`src/rtl/ftx_pkg.sv`:
```
package ftx_pkg;

    localparam int FLEN_W = 9;

    typedef enum logic [1:0] {
        ST_IDLE  = 2'd0,
        ST_SPACE = 2'd1,
        ST_DATA  = 2'd2,
        ST_RING  = 2'd3
    } ftx_state_e;

    typedef enum logic [1:0] {
        MODE_ASYNC       = 2'b00,
        MODE_RAW         = 2'b01,
        MODE_HDLC        = 2'b10,
        MODE_ASYNC_XSTOP = 2'b11
    } ftx_mode_e;

    typedef struct packed {
        logic              abort;
        logic              eof;
        ftx_mode_e         mode;
        logic [FLEN_W-1:0] len;
    } ftx_frame_t;

    function automatic logic [7:0] bit_rev8(input logic [7:0] b);
        logic [7:0] r;
        for (int i = 0; i < 8; i++) begin
            r[i] = b[7-i];
        end
        return r;
    endfunction

    function automatic logic [15:0] make_cw(input ftx_frame_t f);
        return {2'b00, f.abort, f.eof, 1'b0, f.mode, f.len};
    endfunction

endpackage

```
`src/rtl/ftx_packer.sv`:
```
module ftx_packer
    import ftx_pkg::*;
(
    input  logic              clk,
    input  logic              rst_n,
    input  logic              start,
    input  logic [FLEN_W-1:0] start_len,
    input  logic              take,
    input  logic [7:0]        byte_in,
    output logic              word_we,
    output logic [15:0]       word,
    output logic [FLEN_W-1:0] left
);

    typedef struct packed {
        logic [7:0]        hi;
        logic              hi_vld;
        logic [FLEN_W-1:0] cnt;
    } pk_regs_t;

    pk_regs_t q, d;
    logic [7:0] rb;
    logic       last;

    always_comb begin
        d       = q;
        word_we = 1'b0;
        word    = '0;
        rb      = bit_rev8(byte_in);
        last    = (q.cnt == FLEN_W'(1));
        if (start) begin
            d.cnt    = start_len;
            d.hi_vld = 1'b0;
        end else if (take) begin
            d.cnt = q.cnt - 1'b1;
            if (q.hi_vld) begin
                word_we  = 1'b1;
                word     = {q.hi, rb};
                d.hi_vld = 1'b0;
            end else if (last) begin
                word_we = 1'b1;
                word    = {rb, 8'h00};
            end else begin
                d.hi     = rb;
                d.hi_vld = 1'b1;
            end
        end
    end

    always_ff @(posedge clk or negedge rst_n) begin
        if (!rst_n) begin
            q <= '0;
        end else begin
            q <= d;
        end
    end

    assign left = q.cnt;

endmodule

```
`src/rtl/ftx_space.sv`:
```
module ftx_space #(
    parameter int PW = 9
) (
    input  logic [PW-1:0] wr,
    input  logic [PW-1:0] rd,
    input  logic [PW-1:0] len,
    input  logic [PW-1:0] need,
    output logic          fits
);

    logic [PW:0] wr_e;
    logic [PW:0] rd_e;
    logic [PW:0] len_e;
    logic [PW:0] free;

    always_comb begin
        wr_e  = {1'b0, wr};
        rd_e  = {1'b0, rd};
        len_e = {1'b0, len};
        if (rd_e > wr_e) begin
            free = rd_e - wr_e - 1'b1;
        end else begin
            free = len_e - wr_e + rd_e - 1'b1;
        end
        fits = ({1'b0, need} <= free);
    end

endmodule

```
`src/rtl/ftx_ring_idx.sv`:
```
module ftx_ring_idx #(
    parameter int DEPTH = 9,
    localparam int IW = $clog2(DEPTH)
) (
    input  logic [IW-1:0] widx,
    input  logic [IW-1:0] ridx,
    output logic [IW-1:0] nxt,
    output logic          full
);

    always_comb begin
        if (widx == IW'(DEPTH - 1)) begin
            nxt = '0;
        end else begin
            nxt = widx + 1'b1;
        end
        full = (nxt == ridx);
    end

endmodule

```
`src/rtl/ftx_writer.sv`:
```
module ftx_writer
    import ftx_pkg::*;
#(
    parameter int AW         = 10,
    parameter int PW         = 9,
    parameter int LEN_W      = 10,
    parameter int RING_DEPTH = 9,
    localparam int RIW       = $clog2(RING_DEPTH)
) (
    input  logic             clk,
    input  logic             rst_n,
    input  logic [AW-1:0]    cfg_base,
    input  logic [PW-1:0]    cfg_len,
    input  logic [AW-1:0]    cfg_ring_base,
    input  logic [PW-1:0]    rd_ptr,
    output logic [PW-1:0]    wr_ptr,
    input  logic [RIW-1:0]   ring_rd,
    output logic [RIW-1:0]   ring_wr,
    input  logic             cmd_valid,
    output logic             cmd_ready,
    input  logic [LEN_W-1:0] cmd_len,
    input  logic [1:0]       cmd_mode,
    input  logic             cmd_eof,
    input  logic             cmd_abort,
    output logic             cmd_reject,
    input  logic             byte_valid,
    output logic             byte_ready,
    input  logic [7:0]       byte_data,
    output logic             dmem_we,
    output logic [AW-1:0]    dmem_addr,
    output logic [15:0]      dmem_wdata,
    output logic             cmem_we,
    output logic [AW-1:0]    cmem_addr,
    output logic [15:0]      cmem_wdata
);

    localparam int CW      = ((LEN_W > PW) ? LEN_W : PW) + 1;
    localparam int MAX_LEN = (1 << FLEN_W) - 1;

    typedef struct packed {
        ftx_state_e     st;
        ftx_frame_t     fr;
        logic [PW-1:0]  words;
        logic [PW-1:0]  wr;
        logic [RIW-1:0] rwr;
        logic           rej;
    } regs_t;

    regs_t q, d;

    logic              pk_start;
    logic              pk_take;
    logic              pk_we;
    logic [15:0]       pk_word;
    logic [FLEN_W-1:0] pk_left;
    logic              sp_fits;
    logic [RIW-1:0]    rg_nxt;
    logic              rg_full;
    logic [PW-1:0]     wr_nxt;
    logic [CW-1:0]     wreq;
    logic [CW-1:0]     cap;
    logic              too_long;
    logic              post;

    ftx_packer u_packer (
        .clk       (clk),
        .rst_n     (rst_n),
        .start     (pk_start),
        .start_len (cmd_len[FLEN_W-1:0]),
        .take      (pk_take),
        .byte_in   (byte_data),
        .word_we   (pk_we),
        .word      (pk_word),
        .left      (pk_left)
    );

    ftx_space #(.PW(PW)) u_space (
        .wr   (q.wr),
        .rd   (rd_ptr),
        .len  (cfg_len),
        .need (q.words),
        .fits (sp_fits)
    );

    ftx_ring_idx #(.DEPTH(RING_DEPTH)) u_ring (
        .widx (q.rwr),
        .ridx (ring_rd),
        .nxt  (rg_nxt),
        .full (rg_full)
    );

    assign byte_ready = (q.st == ST_DATA) && (pk_left != '0);
    assign pk_take    = byte_valid && byte_ready;
    assign wr_nxt     = (q.wr == cfg_len - 1'b1) ? '0 : q.wr + 1'b1;

    always_comb begin
        d        = q;
        d.rej    = 1'b0;
        pk_start = 1'b0;
        post     = 1'b0;
        wreq     = (CW'(cmd_len) + CW'(1)) >> 1;
        cap      = CW'(cfg_len) - CW'(1);
        too_long = (cmd_len > LEN_W'(MAX_LEN));
        if (pk_we) begin
            d.wr = wr_nxt;
        end
        case (q.st)
            ST_IDLE: begin
                if (cmd_valid) begin
                    if (too_long || (wreq > cap)) begin
                        d.rej = 1'b1;
                    end else begin
                        d.fr.abort = cmd_abort;
                        d.fr.eof   = cmd_eof;
                        d.fr.mode  = ftx_mode_e'(cmd_mode);
                        d.fr.len   = cmd_len[FLEN_W-1:0];
                        d.words    = PW'(wreq);
                        pk_start   = 1'b1;
                        d.st       = ST_SPACE;
                    end
                end
            end
            ST_SPACE: begin
                if (sp_fits) begin
                    d.st = ST_DATA;
                end
            end
            ST_DATA: begin
                if (pk_left == '0) begin
                    d.st = ST_RING;
                end
            end
            ST_RING: begin
                if (!rg_full) begin
                    post  = 1'b1;
                    d.rwr = rg_nxt;
                    d.st  = ST_IDLE;
                end
            end
            default: d.st = ST_IDLE;
        endcase
    end

    always_ff @(posedge clk or negedge rst_n) begin
        if (!rst_n) begin
            q <= '0;
        end else begin
            q <= d;
        end
    end

    assign cmd_ready  = (q.st == ST_IDLE);
    assign cmd_reject = q.rej;
    assign wr_ptr     = q.wr;
    assign ring_wr    = q.rwr;
    assign dmem_we    = pk_we;
    assign dmem_addr  = cfg_base + AW'(q.wr);
    assign dmem_wdata = pk_word;
    assign cmem_we    = post;
    assign cmem_addr  = cfg_ring_base + AW'(q.rwr);
    assign cmem_wdata = make_cw(q.fr);

endmodule

```
`config.mk`:
```
export PLATFORM = sky130hd
export DESIGN_NAME = ftx_writer
export DESIGN_NICKNAME = d
export VERILOG_FILES = /design/src/rtl/ftx_pkg.sv /design/src/rtl/ftx_packer.sv /design/src/rtl/ftx_space.sv /design/src/rtl/ftx_ring_idx.sv /design/src/rtl/ftx_writer.sv
export SDC_FILE = /design/constraint.sdc
export NUM_CORES = 1
export LEC_CHECK = 0
export ABC_AREA = 1
export BUFFER_PORTS_ARGS = -buffer_cell sky130_fd_sc_hd__buf_4
export CAP_MARGIN = 10
export CORE_MARGIN = 8
export CORE_UTILIZATION = 60
export CTS_CLUSTER_DIAMETER = 100
export DETAILED_ROUTE_END_ITERATION = 7
export GPL_TIMING_DRIVEN = 0
export PLACE_DENSITY_LB_ADDON = 0.15
export SLEW_MARGIN = 10
export SYNTH_ARGS = -nofsm -noshare
export SYNTH_HDL_FRONTEND = slang
export SYNTH_HIERARCHICAL = 1
export SYNTH_SLANG_ARGS = --single-unit
```
`constraint.sdc`:
```
create_clock -name clk -period 9.3 [get_ports clk]
set_input_delay 1.395 -clock clk [delete_from_list [all_inputs] [get_ports clk]]
set_output_delay 1.395 -clock clk [all_outputs]
set_load 0.05 [all_outputs]
```
# == After elaboration in Yosys (flattened, before gate mapping) ==
# Index checks and enable logic that the tools add are counted.
# totals
ff_bits,56
latchBits,0
mem_bits_rw,0
mem_bits_ro,0
inputBits,68
out_inout_bits,70
word_cells,86
n_memories,0
# classes
addsub,13
multipliers,0
div_mod_pow,0
order_cmp,4
eq_ne,12
shift,0
muxes,29
bitwise_logic,5
n_reduce_logical,11
# op_table
cell,n
16-bit two-way mux,4
24-bit two-way mux,2
10-bit two-way mux,3
10-bit by 9-bit adder with 10-bit output,2
"10-bit by 1-bit subtractor with 10-bit output, second input constant",2
9-bit by 9-bit subtractor with 10-bit output,2
"9-bit by 1-bit subtractor with 9-bit output, second input constant",2
1-bit two-way mux,14
"10-bit by 1-bit adder with 11-bit output, second input constant",1
10-bit by 11-bit greater-than comparator with 1-bit output,1
10-bit by 4-bit adder with 10-bit output,1
"10-bit by 9-bit greater-than comparator with 1-bit output, second input constant",1
9-bit by 10-bit less-or-equal comparator with 1-bit output,1
"9-bit by 1-bit subtractor with 10-bit output, second input constant",1
"9-bit by 1-bit adder with 9-bit output, second input constant",1
"9-bit by 1-bit equality test with 1-bit output, second input constant",1
9-bit equality test,1
9-bit greater-than comparator,1
9-bit zero test,1
9-bit two-way mux,1
9-bit nonzero test,1
"2-bit != test, second input constant",4
2-bit one-hot mux with 4 select lines,1
2-bit two-way mux,3
other kinds (16),22

# == Longest topological paths before layout ==
# Gate-level depths: netlist of run 1.
# depth
depth_word,8
ltp_mapped,29
depth_no_buf,28

# == Hierarchy ==
# The synthesis of run 1 kept the hierarchy.
# modules_own_cells
module,n_inst,cells_each,area_each_um2,seq_area_each_um2
ftx_writer,1,480,3365.7,950.9
ftx_space,1,246,1506.4,0.0
ftx_packer,1,171,1219.9,450.4
ftx_ring_idx,1,30,166.4,0.0

# == Worst setup path after synthesis of run 1 ==
# No wires, ideal clock.
# synth_path
kind,input port to output port
from,input cfg_len[0]
to,output dmem_wdata[10]
arrival_time_ps,4414
required_ps,7905
path_slack_ps,3491
stages,20
n_path_buf,2
cell_sequence,inv_1 > ha_1 > clkbuf_2 > nand2_1 > o21ai_0 > nand2_1 > ha_1 > nand2_1 > nor2_1 > nand3_1 > nand3_1 > nand2_2 > nand3b_2 > inv_2 > buf_6 > inv_2 > nand2_4 > nor2_8 > nand2_2 > o21ai_1
# synth_between
elab_chain_cells,7
# synth_lines
element,line_no,source
start: declaration,ftx_writer.sv:13,"input logic [PW-1:0] cfg_len,"
9-bit by 1-bit subtractor with 10-bit output,ftx_writer.sv:102,cap = CW'(cfg_len) - CW'(1);
10-bit by 11-bit greater-than comparator with 1-bit output,ftx_writer.sv:110,if (too_long || (wreq > cap)) begin
1-bit logical OR,ftx_writer.sv:110,
1-bit two-way mux,ftx_writer.sv:110,
1-bit two-way mux,ftx_writer.sv:109,if (cmd_valid) begin
1-bit two-way mux,ftx_writer.sv:107,case (q.st)
via pk_start,ftx_writer.sv:51,logic pk_start;
16-bit two-way mux,ftx_packer.sv:31,if (start) begin
end: declaration,ftx_writer.sv:31,"output logic [15:0] dmem_wdata,"
# The timed path passes the listed nets, and every way through them passes these cells.

# == Final worst setup path of run 1 ==
# layout_path
from,input cfg_len[0]
to,output dmem_we
# layout_between
elab_chain_cells,7
# layout_lines
element,line_no,source
9-bit by 1-bit subtractor with 10-bit output,ftx_writer.sv:102,
10-bit by 11-bit greater-than comparator with 1-bit output,ftx_writer.sv:110,
1-bit logical OR,ftx_writer.sv:110,
1-bit two-way mux,ftx_writer.sv:110,
1-bit two-way mux,ftx_writer.sv:109,
1-bit two-way mux,ftx_writer.sv:107,
via pk_start,ftx_writer.sv:51,
1-bit two-way mux,ftx_packer.sv:31,
end: declaration,ftx_writer.sv:29,"output logic dmem_we,"
# The timed path passes the listed nets, and every way through them passes these cells.

==> impl_summary.log, run 1 <==
[metrics] startpoint of the most critical setup path: cfg_len[0]
[metrics] clock tree sinks: 56
[metrics] number of max-capacitance violations reported: 0
[metrics] count of different cell masters after synthesis: 43
[metrics] Min-Delay Path Class: register to register
[metrics] antenna violations before repair: 0
[metrics] Critical Path End: dmem_we
[metrics] main area contributors after synthesis: sky130_fd_sc_hd__dfrtp_1, sky130_fd_sc_hd__nand2_1, sky130_fd_sc_hd__ha_1
[metrics] via count of the first global-routing pass: 6029
[metrics] Inserted Diodes: 0
[metrics] Avg Cell Area, Syn: ~6.8 sq um
[metrics] Vias/cell: 5.04
[metrics] global-route wire length before repair: about 27000 microns
[metrics] RSZ-0062 raised after global routing: false
[metrics] maximum level of the CTS H-tree: 2
[metrics] Tmin final: 6.26 ns
[metrics] Area Overhead vs Synth: 20.7%
[metrics] count of buffers inserted at the top-level ports: 134
[metrics] commonest cells after routing, fill and taps aside: sky130_fd_sc_hd__nand2_1, sky130_fd_sc_hd__buf_4, sky130_fd_sc_hd__inv_1
[metrics] TritonCTS clock tree: yes
[metrics] number of buffers created by CTS: 5
[metrics] most common cell after layout, fill and taps aside: sky130_fd_sc_hd__nand2_1
[metrics] count of antenna-violating nets left after detailed routing: 0
[metrics] overall routed net length: 15600 microns
[metrics] final routed DRC violation total: 0
[metrics] status: completed
[metrics] clock transition time at the flip-flop clock pins of the worst setup and hold paths: 0.10 ns
[metrics] total number of vias: 6086
[metrics] count of instances resized after the clock tree is built: 0
[metrics] post-route setup slack: 3.04 ns
[metrics] Setup Viol. Count Final: 0
[metrics] R2R cell count: 20
[metrics] dpl hpwl: 12900 microns
[metrics] initial core utilization: 61.2%
[metrics] Final Wtd Congestion: slightly below 0.9
[metrics] Total Die Area: 14000 sq um
[metrics] buffer depth of the longest clock path: 2
[metrics] final-layout setup total negative slack: 0 ns
[metrics] part of the cycle the worst path needs: about 67%
[metrics] clock root buffer master: sky130_fd_sc_hd__clkbuf_8
[metrics] R2R Path End: q[36]$_DFFE_PN0P_
[metrics] count of mapped cells out of synthesis: 927
[metrics] proportion of synthesized chip area in sequential cells: 22.4%
[metrics] DRT Pass-1 Iters: 5
[metrics] Slew headroom: 53.1%
[metrics] Critical Path Fanout Max: 12
[metrics] mapped cell area: 6260 sq um
[metrics] core region area: 10200 sq um
[metrics] Detailed Route Iter0 Violations: 422
[metrics] final core area utilization: 73.8%
[metrics] routed wire length per instance: 13.0 microns
[metrics] Static Leak: about 4.4 nW
[metrics] # nets final: ~1.2k
[metrics] post-synthesis cell type with the largest combined area: sky130_fd_sc_hd__dfrtp_1
[metrics] clock latency reported for the late side of the worst-skew pair: 0.31 ns
[metrics] setup slack after placement: slightly above 3 ns
[metrics] startpoint type of the worst setup path: primary input
[metrics] leftover overflow at the end of global routing: 0
[metrics] # Post-CTS Setup Buffers: 0
[metrics] count of pins over their slew limit: 0
[metrics] data arrival time of the critical path: between 4 and 5 ns
[metrics] maximum VDD drop: ~240 uV
[metrics] Die Ht: 118 microns
[metrics] Filler Cell Count: 899
[metrics] area share of the largest cell type after synthesis: 22.4%
[metrics] GRT Resource Usage Total: about 22%
[metrics] clock skew: 0.0104 ns
[metrics] top-level port count: 138
[metrics] sort of element at the end of the critical path: output pin
[metrics] largest net degree at the start of global routing: 57
[metrics] flop and latch count out of synthesis: 56
[metrics] worst endpoint required time: between 7 and 8 ns
[metrics] warnings from Yosys: 6
[metrics] hold buffer count at cts: 0
[metrics] worst setup slack for register-to-register paths: between 5 and 6 ns
[metrics] power per cell area: between 200 and 300 nW/um^2
[metrics] pin slew with the least headroom to its limit: 0.703 ns
[metrics] beginning of the worst register-to-register path: wr_ptr[1]$_DFFE_PN0P_
[metrics] DIE WIDTH: 118 microns
[metrics] maximum clock frequency: 0.160 GHz
[metrics] number of failing hold endpoints at the final stage: 0
[metrics] crit path kind: primary input to output pin
[metrics] final worst hold slack: 0.481 ns
[metrics] proportion of layout cells with a drive suffix above 1: 20.5%
[metrics] number of rows in the core area: 37
## metrics by stage
stage | instance area [sq um] | std cells | total power, mW
after floorplan | 6270 | 929 | 1.42
after global placement | 7440 | 1199 | 1.74
after detailed placement | 7440 | 1199 | 1.76
after CTS | 7550 | 1207 | 1.93
after global routing | 7550 | 1207 | 2.09
final | 7550 | 1207 | 1.92
## report_power, final
group	internal (mW)	switching [mW]	total, mW
Clock	0.0815	0.0807	0.162
Sequential	0.342	0.109	0.452
Combinational	0.486	0.819	1.30
## critical path: stages
cell and delay (ns):
sky130_fd_sc_hd__buf_4 0.14, sky130_fd_sc_hd__inv_1 0.22, sky130_fd_sc_hd__ha_1 0.19, sky130_fd_sc_hd__clkbuf_2 0.17, sky130_fd_sc_hd__nand2_1 0.08, sky130_fd_sc_hd__o21ai_0 0.37
sky130_fd_sc_hd__inv_1 0.09, sky130_fd_sc_hd__ha_1 0.30, sky130_fd_sc_hd__nand2_1 0.05, sky130_fd_sc_hd__nor2_1 0.14, sky130_fd_sc_hd__nand3_1 0.09, sky130_fd_sc_hd__nand3_1 0.08
sky130_fd_sc_hd__nand2_2 0.07, sky130_fd_sc_hd__nand3b_2 0.11, sky130_fd_sc_hd__inv_2 0.10, sky130_fd_sc_hd__buf_6 0.17, sky130_fd_sc_hd__inv_2 0.12, sky130_fd_sc_hd__nand2_4 0.12
sky130_fd_sc_hd__nor2_4 0.23, sky130_fd_sc_hd__inv_2 0.12, sky130_fd_sc_hd__o21ai_1 0.21, sky130_fd_sc_hd__buf_4 0.27
## synth_stat cells (all sizes together)
cell type and instances:
nand2 282, inv 160, nor2 85, nand3 73
ha 62, dfrtp 56, buf 44, o21ai 39
a21oi 26, xor2 26, nand4 16, fa 13
xnor2 13, nand3b 6, a22oi 3, o21a 3
a21o 2, nor3 2, nor4 2, o211ai 2
o21bai 2, o221ai 2, a221oi 1, a31o 1
a31oi 1, and3 1, clkbuf 1, conb 1
nor3b 1, or2 1
## cells by family after synthesis
logic type / count (synthesis) / share of synthesized area [%]
DFF: 56 / 22.4
adders and majority gates: 75 / 16.6
buffers and inverters: 205 / 15.1
AOI/OAI and AO/OA: 82 / 7.36
other: 1 / 0.0599
and+or+nand+nor: 469 / 33.1
xor gates and xnor gates: 39 / 5.46
## registers in the layout (all words and copies together), names as in the netlist
name,flops
ring_wr,4
cmem_wdata,13
q,11
u_packer/left,9
u_packer/q,9
cmd_reject,1
wr_ptr,9
## worst min-delay path by stage
stage,to,cells after the start,slack [ns],from
after floorplan,u_packer/q[10]$_DFFE_PN0P_,2,0.44,u_packer/q[10]$_DFFE_PN0P_
after global placement,u_packer/q[13]$_DFFE_PN0P_,2,0.46,u_packer/q[13]$_DFFE_PN0P_
after detailed placement,u_packer/q[16]$_DFFE_PN0P_,2,0.46,u_packer/q[16]$_DFFE_PN0P_
after CTS,u_packer/q[16]$_DFFE_PN0P_,2,0.48,u_packer/q[16]$_DFFE_PN0P_
after global routing,u_packer/q[14]$_DFFE_PN0P_,2,0.51,u_packer/q[14]$_DFFE_PN0P_
final,u_packer/q[16]$_DFFE_PN0P_,2,0.48,u_packer/q[16]$_DFFE_PN0P_
## routing by layer
metal	part of all wire, %	track usage, %	vias up
met2	49	40.1	159
met1	43	25.5	2742
li1	-	-	3158
met3	5.9	4.95	27
met5	0	0	-
met4	1.9	8.09	0
## final cells by class
type / count / area, sq um / area share [%]
Multi-Input combinational cell: 668 / 3920 / 51.9
Sequential cell: 56 / 1400 / 18.6
Timing Repair Buffer: 134 / 1010 / 13.3
Inverter: 160 / 603 / 7.98
Buffer: 45 / 340 / 4.51
Tap cell: 136 / 170 / 2.25
Clock buffer: 6 / 72.6 / 0.961
Clock inverter: 2 / 38.8 / 0.514
Power figures use the tool's default switching activity.
==> run 2, diff against run 1 <==
CORE_UTILIZATION = 56   (was 60)
clock period = 6.02 ns   (was 9.3 ns; I/O delays follow)
==> run 2 against run 1 <==
Worst setup slack got worse by 2.3 ns. Clock skew up 0.0033 ns. Cell area down 0.23%. First-iteration DRC count fell by 26%. Die area up 6.2%. Highest routed layer unchanged. Non-clock buffer count did not move. Sequential cell count did not move. Register-to-register slack lost 3.3 ns.
==> impl_summary.log, run 2 (same netlist as run 1, synthesis figures left out) <==
[metrics] dpl hpwl: roughly 13000 microns
[metrics] clock transition time at the flip-flop clock pins of the worst setup and hold paths: between 0.1 and 0.15 ns
[metrics] DIE WIDTH: 122 microns
[metrics] clock tree sinks: 56
[metrics] top-level port count: 138
[metrics] maximum clock frequency: 0.188 GHz
[metrics] startpoint type of the worst setup path: primary input
[metrics] antenna violations before repair: 0
[metrics] final-layout setup total negative slack: 0 ns
[metrics] crit path max-delay cell type: sky130_fd_sc_hd__o21ai_0
[metrics] Largest stage delay, worst path: 0.35 ns
[metrics] data arrival time of the critical path: between 4 and 5 ns
[metrics] worst endpoint required time: between 5 and 6 ns
[metrics] Die Ht: 122 microns
[metrics] number of max-capacitance violations reported: 0
[metrics] worst path cell trace: buf_4, inv_1, ha_1, clkbuf_2, nand2_1, o21ai_0, inv_1, ha_1, nand2_1, nor2_1, nand3_1, nand3_1, nand2_2, nand3b_2, inv_2, buf_6, inv_2, nand2_4, nor2_4, inv_2, o21ai_1, buf_4
[metrics] met2 Use GR: 37.9%
[metrics] final worst hold slack: 0.484 ns
[metrics] clock latency reported for the late side of the worst-skew pair: 0.32 ns
[metrics] core region area: around 11000 sq um
[metrics] count of buffers inserted at the top-level ports: 134
[metrics] Detailed Route Iter0 Violations: 311
[metrics] total chip power: slightly below 3 mW
[metrics] DRT Pass-1 Iters: 6
[metrics] leftover overflow at the end of global routing: 0
[metrics] count of instances resized after the clock tree is built: 0
[metrics] status: completed
[metrics] initial core utilization: 57.5%
[metrics] cell family contributing the most delay on the critical path: buffers and inverters
[metrics] area of all placed cells without fillers: 7540 sq um
[metrics] GRT busiest layer: met2
[metrics] global routing met3 resource utilization: 4.03%
[metrics] Vias/cell: 5.01
[metrics] count of pins over their slew limit: 0
[metrics] total number of vias: 6063
[metrics] # Post-CTS Setup Buffers: 0
[metrics] overall routed net length: approximately 16000 microns
[metrics] buffer depth of the longest clock path: 2
[metrics] largest net degree at the start of global routing: 57
[metrics] RSZ-0062 raised after global routing: false
[metrics] Tmin final: 5.33 ns
[metrics] instance area after placement: 7450 sq um
[metrics] Static Leak: ~4.4 nW
[metrics] maximum VDD drop: 347 uV
[metrics] depth of the worst hold-timing path: 2
[metrics] part of the cycle the worst path needs: 88.5%
[metrics] Slew headroom: 52.3%
[metrics] clock skew: 0.0137 ns
[metrics] setup slack after placement: 0.630 ns
[metrics] most common cell after layout, fill and taps aside: sky130_fd_sc_hd__nand2_1
[metrics] # nets final: 1213
[metrics] count of antenna-violating nets left after detailed routing: 0
[metrics] R2R cell count: 23
[metrics] Inserted Diodes: 0
[metrics] via count of the first global-routing pass: 5921
[metrics] final core area utilization: 69.2%
[metrics] Setup Viol. Count Final: 0
[metrics] global-route wire length before repair: 26700 microns
[metrics] sort of element at the end of the critical path: output pin
[metrics] max reg flops: 13
[metrics] crit path kind: primary input to output pin
[metrics] number of rows in the core area: 38
[metrics] number of cells in the design after placement: approximately 1.2k
[metrics] clock root buffer master: sky130_fd_sc_hd__clkbuf_8
[metrics] GRT Resource Usage Total: 21.6%
[metrics] routed wire length per instance: 13.1 microns
[metrics] number of failing hold endpoints at the final stage: 0
[metrics] post-route setup slack: between 0.6 and 0.7 ns
[metrics] Total Die Area: 14800 sq um
[metrics] final routed DRC violation total: 0
[metrics] maximum level of the CTS H-tree: 2
[metrics] TritonCTS clock tree: yes
[metrics] Top cell by count, worst path: sky130_fd_sc_hd__inv_2
[metrics] Buf+Inv Stages, Crit Path: 9
[metrics] pin slew with the least headroom to its limit: roughly 0.7 ns
[metrics] proportion of layout cells with a drive suffix above 1: 20.5%
[metrics] hold buffer count at cts: 0
[metrics] power per cell area: 390 nW/um^2
[metrics] met1 track utilization from global routing: 26.6%
[metrics] non-filler cells in the finished layout: 1211
[metrics] number of buffers created by CTS: 5
[metrics] Area Overhead vs Synth: 20.4%
[metrics] Final Wtd Congestion: 0.913
[metrics] stages on the worst setup path: 22
[metrics] Min-Delay Path Class: register to register
[metrics] Critical Path Fanout Max: 12
[metrics] commonest cells after routing, fill and taps aside: sky130_fd_sc_hd__nand2_1, sky130_fd_sc_hd__buf_4, sky130_fd_sc_hd__inv_1
-- run 2: per-layer routing --
metal  wire length, microns  up-vias  share of wire (%)
li1                       -     3157                  -
met1                   6850     2709                 43
met2                   7730      180                 49
met3                   1010       17                6.4
met4                    217        0                1.4
met5                      0        -                  0
-- run 2: report_power, final --
part	internal (mW)	leakage [nW]	total, mW	switching [mW]
Sequential	0.529	0.691	0.703	0.175
Combinational	0.752	3.65	2.02	1.27
Clock	0.0833	0.0414	0.215	0.131
Total	1.36	4.38	2.94	1.57
-- run 2: worst min-delay path, stage by stage, from the launching register on --
cell,delay (ns)
sky130_fd_sc_hd__dfrtp_1,0.36
sky130_fd_sc_hd__nand2_1,0.05
sky130_fd_sc_hd__nand2_1,0.05
-- run 2: layout make-up --
type	count	area [sq um]
multi-input cells	668	3920
fillers	1006	3350
flip-flops and latches	56	1400
repair buffers	134	1010
inverters	160	603
plain buffers	45	340
well taps	140	175
clock buffers	6	72.6
clock inverters	2	16.3
-- run 2: path summary, 6_finish.rpt --
check / start / endpoint / slack, ns
max: cfg_len[0] / dmem_we / 0.69
min: u_packer/q[11]$_DFFE_PN0P_ / u_packer/q[11]$_DFFE_PN0P_ / 0.48
max reg2reg: wr_ptr[1]$_DFFE_PN0P_ / q[36]$_DFFE_PN0P_ / 1.82
min reg2reg: u_packer/q[11]$_DFFE_PN0P_ / u_packer/q[11]$_DFFE_PN0P_ / 0.48
max in group asynchronous: rst_n / u_packer/q[14]$_DFFE_PN0P_ / 4.92
min in group asynchronous: rst_n / cmem_wdata[9]$_DFFE_PN0P_ / 0.63
